--- src/rtl/err_confine_pkg.sv ---
`timescale 1ns/1ps
package err_confine_pkg;

    // Health state encoding; the values are seen at the state_o port.
    typedef enum logic [1:0] {
        HS_ACTIVE   = 2'b00,
        HS_QUIET    = 2'b01,
        HS_DISABLED = 2'b10
    } health_e;

    localparam int unsigned DEF_CNT_W       = 9;
    localparam int unsigned DEF_TX_UP       = 8;
    localparam int unsigned DEF_RX_UP       = 1;
    localparam int unsigned DEF_DOWN        = 1;
    localparam int unsigned DEF_QUIET_LIM   = 127;
    localparam int unsigned DEF_DISABLE_LIM = 255;

endpackage

--- src/rtl/err_sat_counter.sv ---
`timescale 1ns/1ps
// Saturating up/down counter. A fault step wins over a success step;
// hold freezes the value; clear has priority over everything.
module err_sat_counter #(
    parameter int unsigned CNT_W = 9,
    parameter int unsigned UP    = 8,
    parameter int unsigned DOWN  = 1
) (
    input  logic             clk_i,
    input  logic             rst_ni,
    input  logic             clr_i,
    input  logic             hold_i,
    input  logic             up_i,
    input  logic             down_i,
    output logic [CNT_W-1:0] cnt_d_o,
    output logic [CNT_W-1:0] cnt_q_o
);

    localparam logic [CNT_W:0]   MAX_W   = {1'b0, {CNT_W{1'b1}}};
    localparam logic [CNT_W:0]   UP_W    = (CNT_W+1)'(UP);
    localparam logic [CNT_W-1:0] DOWN_V  = CNT_W'(DOWN);

    typedef struct packed {
        logic [CNT_W-1:0] cnt;
    } cnt_state_t;

    cnt_state_t st_q, st_d;
    logic [CNT_W:0] sum_w;

    always_comb begin
        st_d  = st_q;
        sum_w = {1'b0, st_q.cnt} + UP_W;
        if (clr_i) begin
            st_d.cnt = '0;
        end else if (!hold_i) begin
            if (up_i) begin
                if (sum_w > MAX_W) begin
                    st_d.cnt = MAX_W[CNT_W-1:0];
                end else begin
                    st_d.cnt = sum_w[CNT_W-1:0];
                end
            end else if (down_i) begin
                if (st_q.cnt >= DOWN_V) begin
                    st_d.cnt = st_q.cnt - DOWN_V;
                end else begin
                    st_d.cnt = '0;
                end
            end
        end
    end

    always_ff @(posedge clk_i or negedge rst_ni) begin
        if (!rst_ni) begin
            st_q <= '0;
        end else begin
            st_q <= st_d;
        end
    end

    assign cnt_d_o = st_d.cnt;
    assign cnt_q_o = st_q.cnt;

endmodule

--- src/rtl/err_health_fsm.sv ---
`timescale 1ns/1ps
// Three-state health machine driven by the next counter values.
module err_health_fsm
    import err_confine_pkg::*;
#(
    parameter int unsigned CNT_W       = 9,
    parameter int unsigned QUIET_LIM   = 127,
    parameter int unsigned DISABLE_LIM = 255
) (
    input  logic             clk_i,
    input  logic             rst_ni,
    input  logic             clr_i,
    input  logic [CNT_W-1:0] tx_next_i,
    input  logic [CNT_W-1:0] rx_next_i,
    output health_e          state_o,
    output logic             disabled_o
);

    localparam logic [CNT_W-1:0] QLIM = CNT_W'(QUIET_LIM);
    localparam logic [CNT_W-1:0] DLIM = CNT_W'(DISABLE_LIM);

    typedef struct packed {
        health_e hs;
    } fsm_state_t;

    fsm_state_t st_q, st_d;
    logic tx_over_d, tx_warn_d, rx_warn_d;

    always_comb begin
        st_d      = st_q;
        tx_over_d = (tx_next_i > DLIM);
        tx_warn_d = (tx_next_i > QLIM);
        rx_warn_d = (rx_next_i > QLIM);
        if (clr_i) begin
            st_d.hs = HS_ACTIVE;
        end else begin
            unique case (st_q.hs)
                HS_DISABLED: st_d.hs = HS_DISABLED;
                HS_ACTIVE, HS_QUIET: begin
                    if (tx_over_d) begin
                        st_d.hs = HS_DISABLED;
                    end else if (tx_warn_d || rx_warn_d) begin
                        st_d.hs = HS_QUIET;
                    end else begin
                        st_d.hs = HS_ACTIVE;
                    end
                end
                default: st_d.hs = HS_ACTIVE;
            endcase
        end
    end

    always_ff @(posedge clk_i or negedge rst_ni) begin
        if (!rst_ni) begin
            st_q <= '{hs: HS_ACTIVE};
        end else begin
            st_q <= st_d;
        end
    end

    assign state_o    = st_q.hs;
    assign disabled_o = (st_q.hs == HS_DISABLED);

endmodule

--- src/rtl/err_confine.sv ---
`timescale 1ns/1ps
module err_confine
    import err_confine_pkg::*;
#(
    parameter int unsigned CNT_W       = DEF_CNT_W,
    parameter int unsigned TX_UP       = DEF_TX_UP,
    parameter int unsigned RX_UP       = DEF_RX_UP,
    parameter int unsigned DOWN        = DEF_DOWN,
    parameter int unsigned QUIET_LIM   = DEF_QUIET_LIM,
    parameter int unsigned DISABLE_LIM = DEF_DISABLE_LIM
) (
    input  logic             clk_i,
    input  logic             rst_ni,
    input  logic             recover_i,
    input  logic             tx_err_i,
    input  logic             tx_ok_i,
    input  logic             rx_err_i,
    input  logic             rx_ok_i,
    output logic [CNT_W-1:0] tx_cnt_o,
    output logic [CNT_W-1:0] rx_cnt_o,
    output logic [1:0]       state_o,
    output logic             tx_allow_o
);

    localparam int unsigned NCNT = 2;

    logic [NCNT-1:0]            up_w, down_w;
    logic [NCNT-1:0][CNT_W-1:0] nxt_w, cur_w;
    logic                       disabled_w;
    health_e                    hs_w;

    assign up_w   = {rx_err_i, tx_err_i};
    assign down_w = {rx_ok_i,  tx_ok_i};

    // Index 0 counts send faults, index 1 counts receive faults.
    for (genvar g = 0; g < NCNT; g++) begin : g_cnt
        localparam int unsigned STEP = (g == 0) ? TX_UP : RX_UP;
        err_sat_counter #(
            .CNT_W (CNT_W),
            .UP    (STEP),
            .DOWN  (DOWN)
        ) u_cnt (
            .clk_i   (clk_i),
            .rst_ni  (rst_ni),
            .clr_i   (recover_i),
            .hold_i  (disabled_w),
            .up_i    (up_w[g]),
            .down_i  (down_w[g]),
            .cnt_d_o (nxt_w[g]),
            .cnt_q_o (cur_w[g])
        );
    end

    err_health_fsm #(
        .CNT_W       (CNT_W),
        .QUIET_LIM   (QUIET_LIM),
        .DISABLE_LIM (DISABLE_LIM)
    ) u_fsm (
        .clk_i      (clk_i),
        .rst_ni     (rst_ni),
        .clr_i      (recover_i),
        .tx_next_i  (nxt_w[0]),
        .rx_next_i  (nxt_w[1]),
        .state_o    (hs_w),
        .disabled_o (disabled_w)
    );

    assign tx_cnt_o   = cur_w[0];
    assign rx_cnt_o   = cur_w[1];
    assign state_o    = hs_w;
    assign tx_allow_o = !disabled_w;

endmodule

--- config.mk ---
export PLATFORM = sky130hd
export DESIGN_NAME = err_confine
export DESIGN_NICKNAME = d
export VERILOG_FILES = /design/src/rtl/err_confine_pkg.sv /design/src/rtl/err_sat_counter.sv /design/src/rtl/err_health_fsm.sv /design/src/rtl/err_confine.sv
export SDC_FILE = /design/constraint.sdc
export NUM_CORES = 1
export LEC_CHECK = 0
export CORE_ASPECT_RATIO = 0.75
export CORE_MARGIN = 5
export CORE_UTILIZATION = 40
export CTS_BUF_LIST = sky130_fd_sc_hd__clkbuf_8
export CTS_CLUSTER_DIAMETER = 80
export DETAILED_ROUTE_END_ITERATION = 10
export GPL_ROUTABILITY_DRIVEN = 0
export HOLD_SLACK_MARGIN = 0.12
export SLEW_MARGIN = 20
export SYNTH_ARGS = -nofsm -noshare
export SYNTH_HDL_FRONTEND = slang
export SYNTH_SLANG_ARGS = --single-unit
--- constraint.sdc ---
create_clock -name clk_i -period 2.1 [get_ports clk_i]
set_input_delay 0.42 -clock clk_i [delete_from_list [all_inputs] [get_ports clk_i]]
set_output_delay 0.42 -clock clk_i [all_outputs]
set_load 0.02 [all_outputs]
-- Word-level counts from Yosys, hierarchy flattened
Index checks and enable logic that the tools add are counted.
Widths: inputs -> output; s select.
- $add $sub $neg: 4
- muxes and demuxes: 16
- magnitude comparators: 7
- eq/ne operators: 2
- reductions and logical operators: 4
- operators by type and width (kind ; count):
    $mux 9 ; 12
    $gt 10x9->1 const B ; 2
    $ge 9x1->1 const B ; 2
    $gt 9x7->1 const B ; 2
    $sub 9x1->9 const B ; 2
    $add 9x1->10 const B ; 1
    $add 9x4->10 const B ; 1
    $gt 9x8->1 const B ; 1
    $mux 2 ; 2
    $pmux 2 s2 ; 1
    $eq 2x1->1 const B ; 1
    $eq 2x2->1 const B ; 1
    $logic_not 2->1 ; 1
    $reduce_or 2->1 ; 1
    $logic_not 1->1 ; 1
    $logic_or 1x1->1 ; 1
    $mux 1 ; 1
- bits of input ports: 7
- output and inout bits: 21
- register bits after elaboration: 20
- word-level logic and storage cells: 36

-- Logic depth before layout (Yosys ltp)
Gate-level depths: netlist of run 1.
- word-level depth: 12
- depth in mapped cells: 8
- gate-level depth less buffers: 7

-- Hierarchy
Synthesis of run 1 repeated with hierarchy kept, for this count alone.
- cells, all modules: 218
- area, all modules: 1800.5 µm²
- modules (own cells, without submodules) (module ; cells an instance ; seq. area each (µm²) ; instances ; area each (µm²)):
    err_sat_counter at g_cnt[1].u_cnt ; 111 ; 225.2 ; 1 ; 880.8
    err_sat_counter at g_cnt[0].u_cnt ; 99 ; 225.2 ; 1 ; 837.1
    err_health_fsm ; 7 ; 50.0 ; 1 ; 78.8
    err_confine ; 1 ; 0.0 ; 1 ; 3.8

-- Worst setup path before layout of run 1
OpenSTA, ideal clock, no wires.
- path kind: register to register
- start: register g_cnt[0].u_cnt.st_q, in the netlist g_cnt[0].u_cnt.cnt_q_o[3]
- end: register u_fsm.st_q, in the netlist u_fsm.state_o[0]
- arrival: 2.009 ns
- setup time: 0.066 ns
- period minus slack after synthesis: 2.076 ns
- stages on the path, launching flop included: 9
- data required time: 2.034 ns
- path slack: 0.024 ns
- cells stage by stage: dfrtp_1 buf_2 inv_1 ha_1 o31a_1 nor2_4 or4b_1 a31oi_2 o311a_1
- RTL lines (item ; RTL line ; source):
    from (decl) ; err_sat_counter.sv:27 ; cnt_state_t st_q, st_d;
    from (signal assigned) ; err_sat_counter.sv:56 ; st_q <= st_d;
    to (signal assigned) ; err_health_fsm.sv:55 ; st_q <= '{hs: HS_ACTIVE};
    to (signal assigned) ; err_health_fsm.sv:57 ; st_q <= st_d;
    to (decl) ; err_health_fsm.sv:26 ; fsm_state_t st_q, st_d;

-- Worst setup path in the final report of run 1
- start: register g_cnt[0].u_cnt.st_q, in the netlist g_cnt[0].u_cnt.cnt_q_o[6]
- end: output tx_cnt_o[6]
- RTL lines (item ; RTL line ; source):
    to (decl) ; err_confine.sv:19 ; output logic [CNT_W-1:0] tx_cnt_o,
No word-level cell between the ends.

==> results of run 1 <==
## placed cells by master (no fill, tap or decap), types with 2 or more instances in the layout
cell type / synthesis / layout
a211oi_1: 2 / 2
or3_1: 3 / 3
o31ai_1: 5 / 4
or4_1: 2 / 2
and2_1: 2 / 2
or4b_1: 2 / 2
nor3_1: 9 / 9
or2_2: 2 / 2
ha_1: 8 / 8
o221ai_1: 3 / 3
nand4_1: 3 / 3
buf_4: 3 / 37
nand3b_1: 3 / 3
a31oi_1: 5 / 5
clkdlybuf4s50_1: 0 / 27
nand2b_1: 6 / 6
o21ai_0: 14 / 14
inv_1: 10 / 10
a311oi_1: 3 / 3
o211ai_1: 6 / 6
clkbuf_8: 0 / 3
xnor2_1: 3 / 3
nor2_1: 16 / 16
and3_1: 2 / 2
dfrtp_1: 20 / 20
and4_1: 2 / 2
a21oi_1: 20 / 20
nand2_1: 16 / 16
nand3_1: 8 / 8
## stage by stage
stage | worst slack [ns] | instances
3_3_place_gp | -0.0507 | 326
3_5_place_dp | -0.0734 | 326
4_1_cts | 0.101 | 329
6_report | 0.118 | 330
5_1_grt | 0.0103 | 330
2_1_floorplan | 0.0242 | 223
## registers in the layout (all words and copies together) (netlist names)
name,cells
u_fsm.state_o,2
g_cnt.u_cnt.cnt_q_o,18
## worst max-delay path by stage
stage	start	to	depth (start not counted)
floorplan	g_cnt[0].u_cnt.cnt_q_o[3]	u_fsm.state_o[0]	8
CTS	u_fsm.state_o[1]	tx_allow_o	3
detailed placement	rx_ok_i	u_fsm.state_o[0]	6
finish	g_cnt[0].u_cnt.cnt_q_o[6]	tx_cnt_o[6]	2
global placement	rx_ok_i	u_fsm.state_o[0]	6
global route	u_fsm.state_o[1]	tx_allow_o	3
## metal layers
metal  vias up  share of wire  routed length [um]  track usage
met2        54           0.40                2060        0.251
met1       874           0.53                2710        0.296
met5         -              0                   0            0
li1        950              -                   -            -
met4         0         0.0023                  12       0.0170
met3         2          0.066                 339       0.0344
## power by group
group	internal (uW)	switching, uW
clock	127	112
sequential	436	94.0
combinational	408	444
total	971	650
## cells by family (layout without fill, tap and decap cells)
family | after synthesis | after routing | share of synthesized area
AND/OR/NAND/NOR | 88 | 88 | 0.284
AO/OA/AOI/OAI | 75 | 75 | 0.295
buffers and inverters | 28 | 78 | 0.0770
flip-flops | 20 | 20 | 0.270
adder cells (fa/ha/maj) | 8 | 8 | 0.0540
XOR/XNOR | 3 | 3 | 0.0142
multiplexers | 1 | 1 | 0.00540
## what timing repair did
| action | in CTS | in global routing |
|---|---|---|
| gates resized for setup | 1 | 1 |
| endpoints found under the hold margin | 0 | 0 |
| endpoints found under the setup margin | 1 | 2 |
| buffers inserted | 0 | 1 |
| pin swaps | 0 | 1 |
## area by class of cell
| class | count | area (um^2) |
|---|---|---|
| Sequential cell | 20 | 500 |
| Inverter | 11 | 41.3 |
| Multi-Input combinational cell | 175 | 1220 |
| Fill cell | 439 | 2050 |
| Clock buffer | 3 | 41.3 |
| Tap cell | 57 | 71.3 |
| Timing Repair Buffer | 64 | 548 |
==> summary.md, run 1 <==
| Metric | Value |
|---|---|
| Boundary pin count | 28 |
| H-tree depth | 1 |
| Type of destination of the critical path | output port |
| Pin count of the biggest net entering global routing | 21 |
| Most common flop cell mapped by yosys | dfrtp_1 |
| Clock root buffer | clkbuf_8 |
| Fraction of synthesized cell area taken by the top area cell type | 0.270 |
| Synth top area cells | dfrtp_1, a21oi_1, ha_1, o21ai_0, nand2_1 |
| CTS tree | built |
| Maximum count of clock buffers along a single path | 2 |
| Max Fanout on Critical Path | 8 |
| Clock-pin slew of the registers on the worst-case setup and hold paths | 0.07 ns |
| Remaining antenna violation count after routing | 0 |
| Slew Limit Fails | 0 |
| Die Ht | 68.9 um |
| Kind of cell adding the most delay to the critical path | buffers and inverters |
| Transition time at the pin with the least slew margin | 0.497 ns |
| TritonRoute pass-1 iters | 4 |
| Cell type contributing the most total cell area after synthesis | dfrtp_1 |
| Post-route cell area | 0.00242 mm^2 |
| Number of hold violations in the final report | 0 |
| Mapped Area | 0.00185 mm^2 |
| Reg-to-reg endpoint | g_cnt[1].u_cnt.cnt_q_o[5] |
| Critical path, cell by cell | buf_4 > clkdlybuf4s50_1 |
| Syn_nets | 238 |
| TritonCTS Buffers | 3 |
| Placement row count | 21 |
| First-pass GRT wire length | 8.72 mm |
| Drt via density | 5.70 |
| Achievable frequency | 505 MHz |
| Grt total ovfl | 0 |
| Via count of the routed design | 1880 |
| Static leakage | 0.000992 uW |
| Number of distinct library cells after synthesis | 61 |
| Post-synthesis sequential element count | 20 |
| Kind of start point of the critical path | flop |
| Result of the run | complete, no violations |
| Drt wl/cell | 15.5 um |
| Vias in the first global route | 1715 |
| Area of placed instances | 0.00236 mm^2 |
| Total routed wirelength | 5.13 mm |
| Number of inserted diodes | 0 |
| FFs w/ async S/R, synth | 1.00 |
| Class of the tightest hold or removal check | input pin to asynchronous set/reset pin |
| Synth-to-layout area growth | 30.6% |
| Setup repair after global routing missed its margin | false |
| Sum of negative setup slack | 0 ns |
| Buf/Inv on CP | 2 |
| Die Footprint | 0.00611 mm^2 |
| Number of cells on the worst reg-to-reg path | 5 |
| Critical Path AT | 1.56 ns |
| Initial Util | 0.415 |
| Final setup vio count | 0 |
| Fraction of the yosys area taken by sequential cells | 0.270 |
| Half-perimeter wire length of the detailed placement result | 4.03 mm |
| Fin Hold WS | 0.511 ns |
| Later-pin clock latency in the skew report | 0.25 ns |
| Die W | 88.6 um |
| Post-route core utilization | 0.542 |
| Worst-case clock skew | 0.00442 ns |
| Max stage delay on crit path | 0.60 ns |
| Number of warnings issued by yosys | 0 |
| Ranking of synthesized cells by instance count | a21oi_1, dfrtp_1, nand2_1, nor2_1, o21ai_0 |
| Fraction of final layout cells with drive strength greater than 1 | 0.209 |
| Total power density per cell area | 670 mW/mm^2 |
| DRC | 0 |
| Mean Syn Cell Area | 8.31 um^2 |
| Final worst-path cycle share | 0.944 |
| Peak supply drop | 0.340 mV |
| Internal reg-to-reg setup slack | 0.12 ns |
| Crit Reg-Reg Startpoint | g_cnt[1].u_cnt.cnt_q_o[6] |
| Number of enable flip-flop cells after synthesis | 0 |
| Max-cap check violation count | 0 |
| Path type of the worst setup path | flop to output port |
| Antenna violations before repair | 0 |
| Overall power of the completed layout | 1620 uW |
| Worst-case headroom to the max-slew limit | 0.660 |
| Minimum clock period | 1.98 ns |
| Floorplan Core Area | 0.00447 mm^2 |
| Worst-path cell with the longest stage delay | clkdlybuf4s50_1 |
| GRT Total Usage | 0.182 |
| DRT iter0 DRCs | 175 |
| Number of buffer cells added on primary ports | 27 |
| Num Clock Sinks | 20 |
| Data required, critical path | 1.68 ns |
| Final nets | 290 |
| Synthesized instance count | 223 |
| CTS hold repair buffers | 0 |
(Power assumes the default switching activity.)
==> inputs of run 2 (changes only) <==
--- a/config.mk
+++ b/config.mk
@@ -5,6 +5,7 @@
 export SDC_FILE = /design/constraint.sdc
 export NUM_CORES = 1
 export LEC_CHECK = 0
+export ABC_AREA = 1
 export CORE_ASPECT_RATIO = 0.75
 export CORE_MARGIN = 5
 export CORE_UTILIZATION = 40
==> summary.md, run 2 <==
| Metric | Value |
|---|---|
| Result of the run | complete, no violations |
| Clock root buffer | clkbuf_8 |
| Number of inserted diodes | 0 (unchanged) |
| Worst-case headroom to the max-slew limit | 0.779 (+0.119) |
| CTS hold repair buffers | 0 (unchanged) |
| Cell-internal power | 981 uW (+1.0%) |
| Most common flop cell mapped by yosys | dfrtp_1 |
| Initial Util | 0.415 (about the same) |
| Total stage count of the critical path | 1 (-1) |
| Number of cells on the worst reg-to-reg path | 13 (+8) |
| Switching power of the nets | 766 uW (+18%) |
| Grt total ovfl | 0 (unchanged) |
| Type of destination of the critical path | output port |
| Die Footprint | 0.00611 mm^2 (about the same) |
| Via count of the routed design | 1765 (-6.1%) |
| Number of hold violations in the final report | 0 (unchanged) |
| Synth top area cells | dfrtp_1, nand2_1, xor2_1, inv_1, ha_1 |
| Crit Reg-Reg Startpoint | g_cnt[1].u_cnt.cnt_q_o[0] |
| Peak supply drop | 0.460 mV (+35%) |
| Total power density per cell area | 778 mW/mm^2 (+16%) |
| Synthesized instance count | 263 (+18%) |
| GRT Total Usage | 0.165 (-0.0170) |
| Sum of negative setup slack | 0 ns (unchanged) |
| Number of flip-flops under the largest register name | 18 (unchanged) |
| Post-route cell area | 0.00225 mm^2 (-7.1%) |
| Reg-to-reg endpoint | u_fsm.state_o[0] |
| Ranking of synthesized cells by instance count | nand2_1, inv_1, dfrtp_1, nand3_1, o21ai_0 |
| Kind of cell adding the most delay to the critical path | buffers and inverters |
| Area of placed instances | 0.00219 mm^2 (-7.5%) |
| Half-perimeter wire length of the detailed placement result | 3.73 mm (-7.5%) |
| Most used routing layer in global routing | met1 |
| Number of warnings issued by yosys | 0 (unchanged) |
| Critical path, cell by cell | clkdlybuf4s50_1 |
| CP Launch Point | g_cnt[1].u_cnt.cnt_q_o[2] |
| Critical Path AT | 1.46 ns (-0.10 ns) |
| Achievable frequency | 531 MHz (+5.3%) |
| Fraction of synthesized cell area taken by the top area cell type | 0.270 (about the same) |
| Antenna violations before repair | 0 (unchanged) |
| Postcts setup bufs | 0 (unchanged) |
| Pin count of the biggest net entering global routing | 21 (unchanged) |
| Buf/Inv on CP | 1 (-1) |
| Number of buffer cells added on primary ports | 27 (unchanged) |
| Cell type contributing the most total cell area after synthesis | dfrtp_1 |
| Final nets | 309 (+6.6%) |
| Maximum count of clock buffers along a single path | 2 (unchanged) |
| Area taken by multi-input logic gates | 0.00114 mm^2 (-6.4%) |
| Worst-path cell with the longest stage delay | clkdlybuf4s50_1 |
| Max stage delay on crit path | 0.67 ns (+0.07 ns) |
| Fraction of the yosys area taken by sequential cells | 0.270 (about the same) |
| Max Fanout on Critical Path | 8 (unchanged) |
| Switching fraction of total power | 0.439 (+0.0375) |
| Post-synthesis sequential element count | 20 (unchanged) |
| Clock-pin slew of the registers on the worst-case setup and hold paths | 0.07 ns (about the same) |
| Floorplan Core Area | 0.00447 mm^2 (unchanged) |
| Worst-case clock skew | 0.00415 ns (-0.000271 ns) |
| H-tree depth | 1 (unchanged) |
| Most frequent cell after synthesis | nand2_1 |
| Remaining antenna violation count after routing | 0 (unchanged) |
| TritonCTS Buffers | 3 (unchanged) |
| Filler instances | 464 (+5.7%) |
| Leading cell types in the layout, fill and taps excluded | nand2_1, inv_1, clkdlybuf4s50_1 |
| Die W | 88.6 um (about the same) |
| Non-filler cells, final | 350 (+6.1%) |
| Synth-to-layout area growth | 21.2% |
| Total routed wirelength | 4.60 mm (-10%) |
| Setup repair after global routing missed its margin | false |
| Transition time at the pin with the least slew margin | 0.331 ns (-0.166 ns) |
| Die Ht | 69.0 um (about the same) |
| DRT iter0 DRCs | 103 (-41%) |
| Placement row count | 21 (unchanged) |
| Share of total power in sequential cells | 0.320 (-0.007) |
| Min setup slack post-route | 0.217 ns (+0.0991 ns) |
| Clk pwr share | 0.165 (+0.017) |
| Cells resized by post-CTS repair | 0 (-1) |
| GR Util met3 | 0.0344 (unchanged) |
| Simple-gate share of the synthesized area | 0.327 (+0.0423) |
| Mapped Area | 0.00185 mm^2 (about the same) |
| Boundary pin count | 28 (unchanged) |
| DRC | 0 (unchanged) |
| Internal reg-to-reg setup slack | 0.26 ns (+0.14 ns) |
| Class of the tightest hold or removal check | input pin to asynchronous set/reset pin |
| Most common cell after layout, fill and taps aside | nand2_1 |
| Pre-CTS setup slack | 0.0654 ns (+0.139 ns) |
| Met1 usage in global routing | 0.259 (-0.0365) |
| Drt via density | 5.04 (-11%) |
| Area taken by flip-flops and latches | 503 um^2 (+0.50%) |
| Number of distinct library cells after synthesis | 33 (-46%) |
| Kind of start point of the critical path | flop |
| Fraction of final layout cells with drive strength greater than 1 | 0.160 (-0.0484) |
| Path type of the worst setup path | flop to output port |
| Vias in the first global route | 1653 (-3.6%) |
| FFs w/ async S/R, synth | 1.00 (unchanged) |
| Comb power frac | 0.515 (-0.010) |
| Worst setup path endpoint | rx_cnt_o[2] |
| GRT met2 Usage | 0.234 (-0.0167) |
| TritonRoute pass-1 iters | 4 (unchanged) |
| Syn_nets | 278 (+17%) |
| Synth Area in XOR/XNOR | 0.0709 (+0.0567) |
| Mean Syn Cell Area | 7.05 um^2 (-15%) |
| Later-pin clock latency in the skew report | 0.26 ns (about the same) |
| Area fraction in compound gates after synthesis | 0.163 (-0.132) |
| Data required, critical path | 1.68 ns (about the same) |
| Final setup vio count | 0 (unchanged) |
| Multiplexer share of the synthesized area | 0 (-0.00540) |
| Static leakage | 0.00106 uW (+6.6%) |
| Max-cap check violation count | 0 (unchanged) |
| Slew Limit Fails | 0 (unchanged) |
| Largest family of logic cells by synthesized area | simple AND/OR/NAND/NOR gates |
| Final worst-path cycle share | 0.896 (-0.0472) |
| CTS tree | built |
| Drt wl/cell | 13.1 um (-15%) |
| Minimum clock period | 1.88 ns (-0.0991 ns) |
| Post-Place Cells | 346 (+6.1%) |
| Post-synthesis adder-cell area fraction | 0.0540 (about the same) |
| Num Clock Sinks | 20 (unchanged) |
| Number of enable flip-flop cells after synthesis | 0 (unchanged) |
| First-pass GRT wire length | 7.92 mm (-9.2%) |
run 2: per-stage QoR:
step           total power (uW)  hold WS, ns   util
4_1_cts                    1760        0.502  0.502
3_3_place_gp               1470        0.561  0.490
5_1_grt                    1890        0.521  0.503
3_5_place_dp               1460        0.570  0.490
6_report                   1750        0.493  0.503
2_1_floorplan              1180        0.124      -
run 2: routing by layer:
layer  wire, um  vias to the layer above
met5          0                        -
met4         19                        0
met3        203                        4
met2       1820                       35
met1       2550                      804
li1           -                      922
run 2: cell type report:
type                       instances  area share
clock buffer                       4      0.0245
tap                               57      0.0317
multi-input combinational        196       0.507
inverter                          38      0.0646
sequential                        20       0.224
timing repair buffer              35       0.148
run 2: kinds of logic (layout without fill, tap and decap cells):
kind of cell	after synthesis	in the layout
XOR/XNOR	15	15
buffers and inverters	47	77
AND/OR/NAND/NOR	122	122
adder cells (fa/ha/maj)	8	8
flip-flops	20	20
AO/OA/AOI/OAI	51	51
run 2: power by group through the flow:
stage	registers, uW	clock network, uW	logic, uW
after floorplan	606	0	572
after global placement	565	0	901
after detailed placement	566	0	898
after CTS	558	299	902
after global routing	573	309	1010
final	559	289	900
run 2: worst min-delay path by stage:
stage	slack, ns	endpoint	startpoint
3_5_place_dp	0.57	u_fsm.state_o[0]	u_fsm.state_o[1]
3_3_place_gp	0.56	u_fsm.state_o[0]	u_fsm.state_o[1]
6_report	0.49	g_cnt[1].u_cnt.cnt_q_o[6]	rst_ni
4_1_cts	0.50	g_cnt[1].u_cnt.cnt_q_o[6]	rst_ni
2_1_floorplan	0.12	g_cnt[0].u_cnt.cnt_q_o[0]	rst_ni
5_1_grt	0.52	g_cnt[1].u_cnt.cnt_q_o[6]	rst_ni
run 2: worst reg2reg max path: cells and delay by family (launching register included):
family                   cells  cell delay [ns]
AND/OR/NAND/NOR              9             0.70
flip-flops                   1             0.48
AO/OA/AOI/OAI                2             0.21
adder cells (fa/ha/maj)      1             0.17
buffers and inverters        1             0.17
